===== src/rtl/atx_pkg.sv =====
package atx_pkg;
   typedef enum logic [1:0] {
      TX_IDLE = 2'd0,
      TX_SEND = 2'd1,
      TX_BRK  = 2'd2
   } tx_state_e;
endpackage


===== src/rtl/atx_fifo.sv =====
module atx_fifo #(
   parameter int DATA_W = 8,
   parameter int DEPTH  = 16
) (
   input  logic              clk,
   input  logic              rst_n,
   input  logic              flush,
   input  logic              wr_en,
   input  logic [DATA_W-1:0] wr_data,
   input  logic              rd_en,
   output logic [DATA_W-1:0] rd_data,
   output logic              full,
   output logic              empty,
   output logic              overflow
);
   localparam int AW = $clog2(DEPTH);

   logic [DATA_W-1:0] mem [DEPTH];
   logic [AW:0]       wr_ptr, rd_ptr;
   logic [AW:0]       count;
   logic              do_wr, do_rd;

   assign count   = wr_ptr - rd_ptr;
   assign full    = (count == (AW+1)'(DEPTH));
   assign empty   = (count == '0);
   assign do_wr   = wr_en && !full && !flush;
   assign do_rd   = rd_en && !empty && !flush;
   assign rd_data = mem[rd_ptr[AW-1:0]];

   always_ff @(posedge clk) begin
      if (do_wr) mem[wr_ptr[AW-1:0]] <= wr_data;
   end

   always_ff @(posedge clk or negedge rst_n) begin
      if (!rst_n) begin
         wr_ptr   <= '0;
         rd_ptr   <= '0;
         overflow <= 1'b0;
      end else if (flush) begin
         wr_ptr   <= '0;
         rd_ptr   <= '0;
         overflow <= 1'b0;
      end else begin
         if (do_wr) wr_ptr <= wr_ptr + 1'b1;
         if (do_rd) rd_ptr <= rd_ptr + 1'b1;
         overflow <= wr_en && full;
      end
   end

   p_flags_excl_r5: assert property (@(posedge clk) disable iff (!rst_n)
      !(full && empty));
   p_count_hold_r5: assert property (@(posedge clk) disable iff (!rst_n)
      (!wr_en && !rd_en && !flush) |=> $stable(count));
   p_no_overflow_r6: assert property (@(posedge clk) disable iff (!rst_n)
      (wr_en && full && !flush) |=> (overflow && $stable(wr_ptr)));
   p_flush_empty_r10: assert property (@(posedge clk) disable iff (!rst_n)
      flush |=> (empty && !overflow));
endmodule


===== src/rtl/atx_shifter.sv =====
module atx_shifter
   import atx_pkg::*;
#(
   parameter int DATA_W = 8
) (
   input  logic              clk,
   input  logic              rst_n,
   input  logic              bit_en,
   input  logic              brk,
   input  logic              tx_rst,
   input  logic              two_stop,
   input  logic              fifo_empty,
   input  logic [DATA_W-1:0] fifo_data,
   output logic              pop,
   output logic              txd,
   output logic              busy
);
   localparam int CW        = $clog2(DATA_W + 3);
   localparam int LAST_ONE  = DATA_W + 1;
   localparam int LAST_TWO  = DATA_W + 2;

   tx_state_e         state;
   logic [CW-1:0]     pos;
   logic [CW-1:0]     last_pos;
   logic [DATA_W-1:0] shreg;
   logic              at_end;

   assign last_pos = two_stop ? CW'(LAST_TWO) : CW'(LAST_ONE);
   assign at_end   = (state == TX_IDLE) || (state == TX_SEND && pos == last_pos);
   assign pop      = bit_en && !brk && !tx_rst && !fifo_empty && at_end;
   assign busy     = (state == TX_SEND);

   always_ff @(posedge clk or negedge rst_n) begin
      if (!rst_n) begin
         state <= TX_IDLE;
         txd   <= 1'b1;
         pos   <= '0;
         shreg <= '0;
      end else if (bit_en && brk) begin
         state <= TX_BRK;
         txd   <= 1'b0;
      end else if (tx_rst && state != TX_BRK) begin
         state <= TX_IDLE;
         txd   <= 1'b1;
      end else if (bit_en) begin
         unique case (state)
            TX_BRK: begin
               state <= TX_IDLE;
               txd   <= 1'b1;
            end
            TX_IDLE, TX_SEND: begin
               if (at_end) begin
                  if (pop) begin
                     state <= TX_SEND;
                     shreg <= fifo_data;
                     pos   <= '0;
                     txd   <= 1'b0;
                  end else begin
                     state <= TX_IDLE;
                     txd   <= 1'b1;
                  end
               end else begin
                  pos <= pos + 1'b1;
                  if (pos < CW'(DATA_W)) begin
                     txd   <= shreg[0];
                     shreg <= shreg >> 1;
                  end else begin
                     txd <= 1'b1;
                  end
               end
            end
            default: begin
               state <= TX_IDLE;
               txd   <= 1'b1;
            end
         endcase
      end
   end

   p_tick_only_r2: assert property (@(posedge clk) disable iff (!rst_n)
      (!bit_en && !tx_rst) |=> $stable(txd));
   p_break_low_r7: assert property (@(posedge clk) disable iff (!rst_n)
      (bit_en && brk) |=> (!txd && !busy));
   p_break_hold_r8: assert property (@(posedge clk) disable iff (!rst_n)
      (state == TX_BRK && !bit_en) |=> !txd);
   p_break_nopop_r8: assert property (@(posedge clk) disable iff (!rst_n)
      (state == TX_BRK) |-> !pop);
   p_release_high_r9: assert property (@(posedge clk) disable iff (!rst_n)
      (state == TX_BRK && bit_en && !brk) |=> (txd && !busy));
   p_rst_idle_r10: assert property (@(posedge clk) disable iff (!rst_n)
      (tx_rst && state != TX_BRK && !(bit_en && brk)) |=> (txd && !busy));
   p_rst_keeps_brk_r11: assert property (@(posedge clk) disable iff (!rst_n)
      (state == TX_BRK && tx_rst && !bit_en) |=> (state == TX_BRK && !txd));
   p_start_low_r12: assert property (@(posedge clk) disable iff (!rst_n)
      pop |=> (busy && !txd));
endmodule


===== src/rtl/async_tx_brk.sv =====
module async_tx_brk #(
   parameter int DATA_W     = 8,
   parameter int FIFO_DEPTH = 16
) (
   input  logic              clk,
   input  logic              rst_n,
   input  logic              bit_en,
   input  logic              wr_en,
   input  logic [DATA_W-1:0] wr_data,
   input  logic              two_stop,
   input  logic              brk,
   input  logic              tx_rst,
   output logic              txd,
   output logic              busy,
   output logic              fifo_full,
   output logic              fifo_empty,
   output logic              tx_overflow
);
   localparam bit DEPTH_POW2 = (FIFO_DEPTH & (FIFO_DEPTH - 1)) == 0;

   generate
      if (FIFO_DEPTH < 2 || !DEPTH_POW2) begin : g_bad_depth
         $error("FIFO_DEPTH must be a power of two of at least 2");
      end
      if (DATA_W < 5 || DATA_W > 9) begin : g_bad_width
         $error("DATA_W must lie between 5 and 9");
      end
   endgenerate

   logic              pop;
   logic [DATA_W-1:0] head;

   atx_fifo #(
      .DATA_W (DATA_W),
      .DEPTH  (FIFO_DEPTH)
   ) u_fifo (
      .clk      (clk),
      .rst_n    (rst_n),
      .flush    (tx_rst),
      .wr_en    (wr_en),
      .wr_data  (wr_data),
      .rd_en    (pop),
      .rd_data  (head),
      .full     (fifo_full),
      .empty    (fifo_empty),
      .overflow (tx_overflow)
   );

   atx_shifter #(
      .DATA_W (DATA_W)
   ) u_shift (
      .clk        (clk),
      .rst_n      (rst_n),
      .bit_en     (bit_en),
      .brk        (brk),
      .tx_rst     (tx_rst),
      .two_stop   (two_stop),
      .fifo_empty (fifo_empty),
      .fifo_data  (head),
      .pop        (pop),
      .txd        (txd),
      .busy       (busy)
   );
endmodule


===== config.mk =====
export PLATFORM = sky130hd
export DESIGN_NAME = async_tx_brk
export DESIGN_NICKNAME = d
export VERILOG_FILES = /design/src/rtl/atx_pkg.sv /design/src/rtl/atx_fifo.sv /design/src/rtl/atx_shifter.sv /design/src/rtl/async_tx_brk.sv
export SDC_FILE = /design/constraint.sdc
export NUM_CORES = 1
export LEC_CHECK = 0
export ABC_AREA = 1
export BUFFER_PORTS_ARGS = -buffer_cell sky130_fd_sc_hd__buf_4
export CAP_MARGIN = 20
export CORE_MARGIN = 2
export CORE_UTILIZATION = 48
export CTS_BUF_LIST = sky130_fd_sc_hd__clkbuf_16
export DETAILED_ROUTE_END_ITERATION = 10
export GPL_TIMING_DRIVEN = 0
export PLACE_DENSITY_LB_ADDON = 0.2
export SLEW_MARGIN = 20
export SYNTH_ARGS = -nofsm -noshare
export SYNTH_HDL_FRONTEND = slang
export SYNTH_SLANG_ARGS = --single-unit

===== constraint.sdc =====
create_clock -name clk -period 3.09 [get_ports clk]
set_input_delay 0.4635 -clock clk [delete_from_list [all_inputs] [get_ports clk]]
set_output_delay 0.4635 -clock clk [all_outputs]
set_load 0.01 [all_outputs]

Word-level counts from Yosys, hierarchy flattened

Memory sizes are Yosys's and may differ from the RTL's.
Index checks and enable logic that the tools add are counted.

Bits in registers: 26
Bits in writable memories: 128
Input bits: 15
Output and inout port bits: 5
Word-level logic and storage cells: 74
Memories kept: 1

Memories:

| memory     | words | bits a word | rd ports | clocked after memory_dff | wr ports | RTL line       | RTL |
|---|---|---|---|---|---|---|---|
| u_fifo.mem | 16    | 8           | 1        | 0                        | 1        | atx_fifo.sv:18 | `logic [DATA_W-1:0] mem [DEPTH];` |

$add $sub $neg: 4
$lt $le $gt $ge: 1
Equal/unequal tests: 6
Muxes and demuxes: 26
Bitwise gates (word level): 2
Reduce and logical (&&, ||, !) cells: 27

Operator list:

| operator                                            | count |
|---|---|
| 2-to-1 mux 8 bit                                    | 3 |
| 2-to-1 mux 5 bit                                    | 4 |
| logical AND 1 bit                                   | 12 |
| 2-to-1 mux 2 bit                                    | 6 |
| 2-to-1 mux 1 bit                                    | 11 |
| adder 5 x 1 -> 5 bit, second input constant         | 2 |
| 2-to-1 mux 4 bit                                    | 2 |
| AND reduction 6 bit                                 | 1 |
| nonzero test 2 bit                                  | 3 |
| equality test 5 bit, second input constant          | 1 |
| logical NOT 5 bit                                   | 1 |
| AND reduction 5 bit                                 | 1 |
| subtractor 5 bit                                    | 1 |
| adder 4 x 1 -> 4 bit, second input constant         | 1 |
| equality test 4 bit                                 | 1 |
| logical NOT 1 bit                                   | 4 |
| < comparator 4 bit, second input constant           | 1 |
| != test 2 bit, second input constant                | 2 |
| != test 4 x 1 -> 1 bit, second input constant       | 1 |
| nonzero test 3 bit                                  | 1 |
| equality test 2 x 1 -> 1 bit, second input constant | 1 |
| logical NOT 2 bit                                   | 1 |
| inverter 1 bit                                      | 2 |
| AND reduction 2 bit                                 | 1 |
| other kinds (2)                                     | 2 |

Depth between registers and ports, before layout

Gate-level depths: netlist (run 1).

Depth in word-level cells: 11
Gate-level depth with buffers: 16
Depth with buffers taken out: 15

Cells and area by module

A second synthesis (run 1) with hierarchy kept.

Cell total of the unflattened synthesis: 617
Area total of the unflattened synthesis: 6,876.6 µm²

Modules (own cells, without submodules):

| module      | times used | cells each | area each (µm²) | seq. area each (µm²) |
|---|---|---|---|---|
| atx_fifo    | 1          | 493        | 5,978.2         | 4,119.0 |
| atx_shifter | 1          | 124        | 898.4           | 376.6 |

Worst setup path after synthesis (run 1)

OpenSTA, ideal clock, no wires.

Path type: register to register
Start point: register u_fifo.rd_ptr[1]
End point: memory u_fifo.mem[0][0] (enable)
Setup time: 0.370 ns
Arrival: 2.241 ns
Data required time: 2.720 ns
Setup slack: 0.479 ns
Stages on the path, launching flop included: 16
Path buffers: 2
Period minus slack after synthesis: 2.611 ns
Cells stage by stage: dfrtp_1 > buf_2 > inv_2 > buf_2 > ha_1 > nand2_1 > nand2_1 > nand2_1 > nand3_1 > nand2_1 > inv_1 > nand2_2 > nand2_4 > nor2_8 > nand2_4 > nor2_1

Word-level cells in the longest chain between the ends: 7

Ends and longest elaborated chain:

| item                                   | RTL line       | RTL |
|---|---|---|
| start, declared                        | atx_fifo.sv:19 | `logic [AW:0] wr_ptr, rd_ptr;` |
| start signal, assigned                 | atx_fifo.sv:45 | `if (do_rd) rd_ptr <= rd_ptr + 1'b1;` |
| subtractor 5 bit                       | atx_fifo.sv:23 | `assign count = wr_ptr - rd_ptr;` |
| equality test 5 bit                    | atx_fifo.sv:24 | `assign full = (count == (AW+1)'(DEPTH));` |
| logical NOT 1 bit                      | atx_fifo.sv:26 | `assign do_wr = wr_en && !full && !flush;` |
| logical AND 1 bit (2 in series)        | atx_fifo.sv:26 |  |
| 2-to-1 mux 1 bit                       | atx_fifo.sv:31 | `if (do_wr) mem[wr_ptr[AW-1:0]] <= wr_data;` |
| 2-to-1 mux 1 bit (not written as such) | atx_fifo.sv:31 |  |
| end, declared                          | atx_fifo.sv:18 |  |

Every way passes these cells.

Worst setup path after layout (run 1)

Start point: register u_fifo.rd_ptr[1]
End point: output fifo_empty

Word-level cells in the longest chain between the ends: 2

Ends and longest elaborated chain:

| item              | RTL line           | RTL |
|---|---|---|
| subtractor 5 bit  | atx_fifo.sv:23     |  |
| logical NOT 5 bit | atx_fifo.sv:25     | `assign empty = (count == '0);` |
| end, declared     | async_tx_brk.sv:16 | `output logic fifo_empty,` |

Every way passes these cells.

==> results of run 1 <==
==> worst max-delay path by stage <==
stage,to,depth (start not counted),from,slack [ns]
after floorplan,u_fifo.mem[0][0]$_DFFE_PP_,15,u_fifo.rd_ptr[1]$_DFFE_PN0P_,0.48
after global placement,u_fifo.mem[12][2]$_DFFE_PP_,15,u_fifo.rd_ptr[1]$_DFFE_PN0P_,-0.13
after detailed placement,u_fifo.mem[3][3]$_DFFE_PP_,15,u_fifo.rd_ptr[1]$_DFFE_PN0P_,-0.26
after CTS,u_fifo.mem[14][7]$_DFFE_PP_,15,u_fifo.rd_ptr[1]$_DFFE_PN0P_,-0.23
after global routing,fifo_full,13,u_fifo.rd_ptr[1]$_DFFE_PN0P_,0.04
final,fifo_empty,11,u_fifo.rd_ptr[1]$_DFFE_PN0P_,0.23
==> power breakdown <==
group	switching (mW)	total [mW]	internal [mW]
Sequential	0.0816	2.45	2.36
Combinational	0.438	0.674	0.237
Clock	0.838	2.03	1.19
Total	1.36	5.15	3.79
==> synthesized netlist by cell type, drive strengths merged <==
master and n:
nand2 255, edfxtp 128, nor2 77, nand3 62, inv 45, o21ai 31
dfrtp 25, buf 20, a21oi 18, ha 10, xor2 8, clkbuf 6
a22o 2, nand3b 2, or2 2, a211oi 1, a31oi 1, clkinv 1
dfstp 1, nand4 1, nor3 1, o21bai 1, o31ai 1
==> critical path: cells and delay by family (launching register included) <==
family | cells | cell delay, ns
simple gates | 6 | 0.61
buf+inv | 4 | 0.66
fa+ha+maj | 1 | 0.33
flops | 1 | 0.38
==> registers in the layout (all words and copies together), names as in the netlist <==
signal           count
u_shift.txd          1
u_fifo.mem         128
u_shift.shreg        8
u_shift.pos          4
u_fifo.rd_ptr        5
u_fifo.overflow      1
u_shift.state        2
u_fifo.wr_ptr        5
==> layout make-up <==
class | instances | area (sq um)
Inverter | 46 | 173
Buffer | 25 | 143
Sequential cell | 154 | 4500
Fill cell | 1233 | 6250
Timing Repair Buffer | 22 | 193
Tap cell | 184 | 230
Clock inverter | 15 | 150
Multi-Input combinational cell | 473 | 2310
Clock buffer | 17 | 425
==> layout by cell type (no fill, tap or decap), types with 8 or more instances in the layout <==
cell and n:
nand2_1 245, edfxtp_1 128, nand3_1 61, nor2_1 57, inv_1 39, buf_4 27, o21ai_1 25, dfrtp_1 25
a21oi_1 17, nor2_4 17, clkbuf_16 17, ha_1 10, buf_2 9, inv_2 8, xor2_1 8
==> through the flow <==
step / hold slack (ns) / setup TNS, ns / cell area (sq um) / worst slack, ns
3_5_place_dp: 0.399 / -22.45 / 7380 / -0.263
3_3_place_gp: 0.397 / -10.35 / 7380 / -0.132
5_1_grt: 0.293 / 0 / 8120 / 0.0438
4_1_cts: 0.285 / -8.32 / 8000 / -0.231
2_1_floorplan: 0.168 / 0 / 7000 / 0.479
6_report: 0.299 / 0 / 8120 / 0.226
==> routing by layer <==
layer	track usage	up-vias	part of all wire
met5	0	-	0
met3	0.0507	23	0.060
met2	0.372	155	0.49
met4	0.0687	0	0.022
li1	-	2397	-
met1	0.280	2399	0.43
==> cells by family after synthesis <==
family          share of synthesized area
simple gates                        0.241
flops                               0.642
buf+inv                            0.0457
compound gates                     0.0432
fa+ha+maj                          0.0179
xor+xnor                           0.0100
==> timing repair <==
| item | in CTS | in global routing |
|---|---|---|
| cloned | 0 | 0 |
| endpoints found under the setup margin | 128 | 130 |
| gates resized for setup | 13 | 19 |
| setup buffers | 0 | 2 |
| hold buffers | 1 | 0 |
| pin swaps | 0 | 2 |
| endpoints found under the hold margin | 25 | 0 |
==> impl_metrics.json, run 1 <==
{
  "status": "completed",
  "setup_viol": 0,
  "drtIter0Drc": 341,
  "drv_slew": 0,
  "drt_wl_total_um": 16700,
  "r2r_slack_ns": 0.26,
  "synth_warnings": 0,
  "cts_buffer_depth": 2,
  "max_freq_mhz": 349,
  "vias": 4974,
  "syn_nets": 724,
  "power_mw": 5.15,
  "dp_hpwl_um": 11300,
  "ff2ff_path_depth": 14,
  "finalCriticalPeriod_ns": 2.86,
  "place_congestion": 0.858,
  "path_cells": "buf_2 > inv_2 > ha_1 > nand2_1 > nand2_1 > nand2_1 > nand3_1 > nor2_2 > nand2_2 > inv_1 > buf_4",
  "die_x_um": 125,
  "grt_usage": 0.219,
  "drive_gt1_frac": 0.148,
  "grt_pass1_vias": 4820,
  "final_hold_viol_count": 0,
  "yosys.area.top_type_share": 0.549,
  "placedCellCount": 902,
  "fin_crit_sh": 0.927,
  "final_nets": 764,
  "die_y_um": 125,
  "ys_seq_area_frac": 0.642,
  "yosys_register_bits": 154,
  "worst_setup_path_end_kind": "primary output",
  "hold_path_depth": 3,
  "hp-start": "wr_en",
  "clk_latency_ns": 0.42,
  "yosys.area.top_type": "edfxtp_1",
  "via_per_inst": 5.31,
  "initial_core_util": 0.487,
  "relSlewSlack": 0.598,
  "crit_arrival_ns": 2.40,
  "post-route-util": 0.565,
  "dieArea_sq_um": 15600,
  "root_buffer": "clkbuf_16",
  "irDropWorstVdd_mv": 0.405,
  "worstPathRequired_ns": 2.63,
  "rsz0062_at_grt": "no",
  "drc": 0,
  "grt_max_degree": 27,
  "p_leak_nw": 3.39,
  "cts_tree": "done",
  "final_cells": 936,
  "cts_sinks": 154,
  "io_buffers": 19,
  "r2r_start": "u_fifo.rd_ptr[1]$_DFFE_PN0P_",
  "cts_buffers": 17,
  "drt-wirelength-per-cell_um": 17.8,
  "synth_area_sq_um": 7000,
  "area_growth_pct": 15.9,
  "slowest_stage": "dfrtp_1",
  "grt_remaining_overflow": 0,
  "max_slew.worst_pin.slew_ns": 0.603,
  "power.density_nw_per_um2": 634,
  "cp_common_cell": "nand2_1",
  "num_antenna_cells": 0,
  "grt_first_pass_wirelength_um": 25600,
  "coreArea_sq_um": 14400,
  "synth_cell_types": 36,
  "cp_max_fo": 17,
  "max_cap_violations": 0,
  "row_count": 44,
  "syn_avg_cell_area_sq_um": 10.0,
  "hold_class": "input port to register",
  "cts.clk_slew.worst_paths_ns": 0.06,
  "syn_inst": 699,
  "cts-htree-levels": 4,
  "hold_end": "u_fifo.overflow$_DFF_PN0_",
  "crit_type": "register to primary output",
  "startpoint_type": "register",
  "r2r-end": "u_fifo.mem[14][7]$_DFFE_PP_",
  "io_pins": 20,
  "ant_nets": 0,
  "crit_path_max_incr_delay_ns": 0.38,
  "antenna_found_initial": 0,
  "dr.pass1.iters": 5,
  "synth_area_leaders": "edfxtp_1 (55%), nand2_1 (13%), dfrtp_1 (8.9%), nand3_1 (4.4%), nor2_1 (3.9%)",
  "final.setup_skew_ns": 0.00731
}
No activity file was read; power rests on OpenSTA's default activity.
==> inputs of run 2 (changes only) <==
--- a/config.mk
+++ b/config.mk
@@ -8,3 +8,2 @@
 export ABC_AREA = 1
-export BUFFER_PORTS_ARGS = -buffer_cell sky130_fd_sc_hd__buf_4
 export CAP_MARGIN = 20
@@ -14,2 +13,3 @@
 export DETAILED_ROUTE_END_ITERATION = 10
+export DONT_BUFFER_PORTS = 1
 export GPL_TIMING_DRIVEN = 0
==> constraint.sdc (replaced) <==
create_clock -name clk -period 3.09 [get_ports clk]
set_input_delay 0.309 -clock clk [delete_from_list [all_inputs] [get_ports clk]]
set_output_delay 0.309 -clock clk [all_outputs]
set_load 0.01 [all_outputs]
==> impl_metrics.json, run 2 (synthesis gave the netlist of run 1 again) <==
{
  "cts_sinks": 154,
  "place_congestion": 0.900,
  "worst_setup_path_end_kind": "register",
  "power_mw": 5.07,
  "irDropWorstVdd_mv": 0.382,
  "slowest_stage": "dfrtp_1",
  "via_per_inst": 5.23,
  "die_x_um": 125,
  "grt_usage": 0.220,
  "grt_first_pass_wirelength_um": 26100,
  "drt-wirelength-per-cell_um": 17.2,
  "drv_slew": 0,
  "cts_buffer_depth": 2,
  "power.density_nw_per_um2": 631,
  "coreArea_sq_um": 14400,
  "max_slew.worst_pin.slew_ns": 0.870,
  "drt_wl_total_um": 16000,
  "final.setup_skew_ns": 0.00797,
  "fin_crit_sh": 0.931,
  "grt_max_degree": 27,
  "final_area_sq_um": 8040,
  "antenna_found_initial": 4,
  "rsz0062_at_grt": "yes",
  "row_count": 44,
  "max_cap_violations": 0,
  "relSlewSlack": 0.418,
  "hold_class": "input port to register",
  "cts.clk_slew.worst_paths_ns": 0.06,
  "tns_ns": 0,
  "io_pins": 20,
  "grt_remaining_overflow": 0,
  "vias": 4855,
  "worstPathRequired_ns": 3.16,
  "setup_viol": 0,
  "place_area_sq_um": 7230,
  "final_hold_viol_count": 0,
  "clk_latency_ns": 0.43,
  "initial_core_util": 0.487,
  "crit_type": "register to register",
  "dieArea_sq_um": 15600,
  "cp_max_fo": 17,
  "cts_buffers": 17,
  "crit_path_max_incr_delay_ns": 0.39,
  "root_buffer": "clkbuf_16",
  "io_buffers": 0,
  "final_common_cell": "nand2_1",
  "crit_arrival_ns": 2.95,
  "area_growth_pct": 14.7,
  "cts-htree-levels": 4,
  "whs_ns": 0.0563,
  "drtIter0Drc": 503,
  "startpoint_type": "register",
  "drc": 0,
  "p_leak_nw": 3.34,
  "dp_hpwl_um": 10600,
  "max_freq_mhz": 348,
  "die_y_um": 125,
  "cts_tree": "done",
  "final_nets": 754,
  "nFillCells": 1212,
  "dr.pass1.iters": 5,
  "grt_pass1_vias": 4794,
  "cp_common_cell": "nand2_1",
  "status": "completed",
  "path_cells": "buf_2 > inv_2 > ha_1 > nand2_1 > nand2_1 > nand2_1 > nand3_1 > nand2_1 > inv_1 > nand2_2 > nand2_4 > nor2_8 > nand2_4 > nor2_2",
  "drive_gt1_frac": 0.124,
  "finalCriticalPeriod_ns": 2.88,
  "layout_common_cells": "nand2_1 (245), edfxtp_1 (128), nand3_1 (61)",
  "ant_nets": 0,
  "largest_reg_flops": 128
}
==> run 2: changes by cell type in the layout (fill, tap and decap cells not counted), sizes merged <==
cell         before  now
clkbuf           23   26
inv              51   52
bufinv            2    0
clkinv            5    4
buf              40   20
diode             0    3
clkinvlp          3    2
dlygate4sd3       1   11
==> run 2: repair_timing <==
action	4_1_cts	5_1_grt
buffers inserted	0	0
endpoints found under the setup margin	128	128
hold buffers	12	0
endpoints found under the hold margin	156	0
resized for setup	16	12
==> run 2: path summary, 6_finish.rpt <==
path | from | endpoint | slack, ns | depth (start not counted)
worst max register to register | u_fifo.rd_ptr[1]$_DFFE_PN0P_ | u_fifo.mem[12][6]$_DFFE_PP_ | 0.21 | 14
min in group asynchronous | rst_n | u_fifo.overflow$_DFF_PN0_ | 0.33 | 2
worst min-delay path | brk | u_shift.state[1]$_DFFE_PN0P_ | 0.06 | 2
max in group asynchronous | rst_n | u_shift.txd$_DFFE_PN1P_ | 2.54 | 2
worst max-delay path | u_fifo.rd_ptr[1]$_DFFE_PN0P_ | u_fifo.mem[12][6]$_DFFE_PP_ | 0.21 | 14
worst min register to register | u_shift.shreg[0]$_DFFE_PN0P_ | u_shift.shreg[0]$_DFFE_PN0P_ | 0.48 | 2
==> run 2: cell type report <==
type / count / area (sq um) / area share
plain buffers: 25 / 143 / 0.0178
repair buffers: 12 / 130 / 0.0162
inverters: 46 / 173 / 0.0215
flip-flops and latches: 154 / 4500 / 0.559
multi-input cells: 473 / 2290 / 0.285
clock buffers: 20 / 500 / 0.0623
well taps: 184 / 230 / 0.0287
clock inverters: 12 / 68.8 / 0.00856
diodes: 3 / 7.51 / 0.000934
==> run 2: through the flow <==
stage	instances	worst slack (ns)	utilization
CTS	927	0.0458	0.555
floorplan	699	0.479	-
finish	929	0.214	0.559
global placement	883	-0.124	0.503
detailed placement	883	-0.155	0.503
global route	929	-0.0574	0.559
==> run 2: layer usage <==
metal,share of wire,routed length [um],vias to the layer above,track usage
met5,0.00081,13,-,0
met4,0.025,403,2,0.0925
met3,0.065,1040,29,0.0550
met2,0.45,7190,155,0.327
met1,0.46,7320,2286,0.309
li1,-,-,2383,-
==> run 2: worst max-delay path, delay by kind of cell, from the launching register on <==
kind / cells / cell delay, ns
buf+inv: 3 / 0.52
flops: 1 / 0.39
simple gates: 10 / 1.28
fa+ha+maj: 1 / 0.32
==> run 2: power breakdown <==
part / leakage [nW] / switching [mW] / internal [mW]
Combinational: 1.56 / 0.433 / 0.216
Clock: 0.291 / 0.818 / 1.16
Sequential: 1.50 / 0.0781 / 2.36
==> inputs of run 3 (changes only) <==
Settings changed: REMOVE_ABC_BUFFERS set to 1.
==> impl_metrics.json, run 3 (synthesis gave the netlist of run 1 again) <==
{
  "area_growth_pct": 15.4,
  "dieArea_sq_um": 15600,
  "grt_max_degree": 66,
  "vias": 4744,
  "cp_max_fo": 26,
  "relSlewSlack": 0.522,
  "initial_core_util": 0.487,
  "nFillCells": 1185,
  "startpoint_type": "register",
  "irDropWorstVdd_mv": 0.723,
  "drv_slew": 0,
  "antenna_found_initial": 1,
  "setup_viol": 0,
  "dp_hpwl_um": 9190,
  "cts_sinks": 154,
  "max_freq_mhz": 344,
  "largest_reg_flops": 128,
  "rsz0062_at_grt": "no",
  "drt_wl_total_um": 15500,
  "hold_class": "input port to register",
  "root_buffer": "clkbuf_16",
  "drc": 0,
  "place_congestion": 0.806,
  "dr.pass1.iters": 5,
  "final.setup_skew_ns": 0.0103,
  "power.density_nw_per_um2": 639,
  "cts-htree-levels": 4,
  "tns_ns": 0,
  "worstPathRequired_ns": 3.19,
  "via_per_inst": 5.22,
  "crit_arrival_ns": 3.00,
  "grt_remaining_overflow": 0,
  "io_pins": 20,
  "grt_usage": 0.204,
  "p_leak_nw": 3.31,
  "ant_nets": 0,
  "io_buffers": 0,
  "cts.clk_slew.worst_paths_ns": 0.06,
  "drive_gt1_frac": 0.117,
  "status": "completed",
  "final_common_cell": "nand2_1",
  "cts_tree": "done",
  "grt_first_pass_wirelength_um": 24300,
  "drt-wirelength-per-cell_um": 17.1,
  "max_cap_violations": 0,
  "finalCriticalPeriod_ns": 2.91,
  "layout_common_cells": "nand2_1 (245), edfxtp_1 (128), nand3_1 (61)",
  "die_y_um": 125,
  "coreArea_sq_um": 14400,
  "grt_pass1_vias": 4516,
  "final_nets": 736,
  "cts_buffers": 17,
  "max_slew.worst_pin.slew_ns": 0.717,
  "crit_type": "register to register",
  "drtIter0Drc": 431,
  "post-route-util": 0.562,
  "clk_latency_ns": 0.43,
  "fin_crit_sh": 0.941,
  "row_count": 44,
  "worst_setup_path_end_kind": "register",
  "cts_buffer_depth": 2,
  "die_x_um": 125,
  "final_hold_viol_count": 0
}
run 3: changes by cell type in the layout (fill, tap and decap cells not counted), sizes merged:
cell / delta
buf: -13
bufinv: +2
clkbuf: -8
clkinv: +3
clkinvlp: -1
diode: -2
inv: -1
run 3: final cells by class:
class	count	area [sq um]	area share
diodes	1	2.50	0.000310
clock buffers	17	425	0.0526
clock inverters	15	163	0.0201
inverters	46	180	0.0223
multi-input cells	473	2310	0.286
flip-flops and latches	154	4500	0.557
well taps	184	230	0.0285
repair buffers	19	270	0.0334
run 3: power breakdown:
part | switching, mW | internal (mW) | leakage, nW
combinational | 0.425 | 0.214 | 1.53
sequential | 0.0793 | 2.36 | 1.49
clock | 0.873 | 1.20 | 0.288
run 3: routing by layer:
layer / vias up / share of wire / track usage
met2: 144 / 0.47 / 0.311
met4: 0 / 0.021 / 0.0773
met5: - / 0 / 0
met3: 27 / 0.066 / 0.0610
met1: 2232 / 0.45 / 0.278
li1: 2341 / - / -
run 3: final timing paths:
| check | endpoint | from | cells after the start | slack (ns) |
|---|---|---|---|---|
| min in group asynchronous | u_shift.pos[0]$_DFFE_PN0P_ | rst_n | 2 | 0.31 |
| setup / recovery | u_fifo.mem[12][3]$_DFFE_PP_ | u_fifo.rd_ptr[1]$_DFFE_PN0P_ | 14 | 0.18 |
| setup reg to reg | u_fifo.mem[12][3]$_DFFE_PP_ | u_fifo.rd_ptr[1]$_DFFE_PN0P_ | 14 | 0.18 |
| hold / removal | u_fifo.wr_ptr[3]$_DFFE_PN0P_ | tx_rst | 3 | 0.06 |
| max in group asynchronous | u_shift.txd$_DFFE_PN1P_ | rst_n | 2 | 2.55 |
| hold reg to reg | u_shift.shreg[1]$_DFFE_PN0P_ | u_shift.shreg[1]$_DFFE_PN0P_ | 2 | 0.49 |
run 3: worst max-delay path, cell delays in order (launching register included):
cell and delay [ns]:
dfrtp_2 0.50, buf_12 0.20, inv_6 0.22, ha_1 0.31, nand2_1 0.12, nand2_1 0.08, nand2_1 0.08, nand3_1 0.06
nand2_1 0.10, inv_1 0.06, nand2_2 0.10, nand2_4 0.09, nor2_8 0.19, nand2_4 0.15, nor2_4 0.30
run 3: per-stage QoR:
step / power (mW) / area (sq um) / worst slack, ns / cells / hold WS [ns]
after global routing: 5.36 / 8080 / 0.00227 / 909 / 0.0576
final: 5.16 / 8080 / 0.184 / 909 / 0.0618
after global placement: 3.02 / 7090 / -1.64 / 857 / 0.0143
after detailed placement: 3.05 / 7140 / -0.568 / 859 / 0.0142
after CTS: 5.16 / 7970 / -0.0702 / 903 / 0.0532
after floorplan: 2.90 / 6860 / -0.148 / 673 / 0.0134
run 3: repair_timing:
action / in CTS / in global routing
hold endpoints to repair: 156 / 0
cloned: 0 / 1
pin swaps: 0 / 4
setup endpoints to repair: 128 / 128
buffers inserted: 0 / 4
hold buffers: 12 / 0
gates resized for setup: 30 / 5
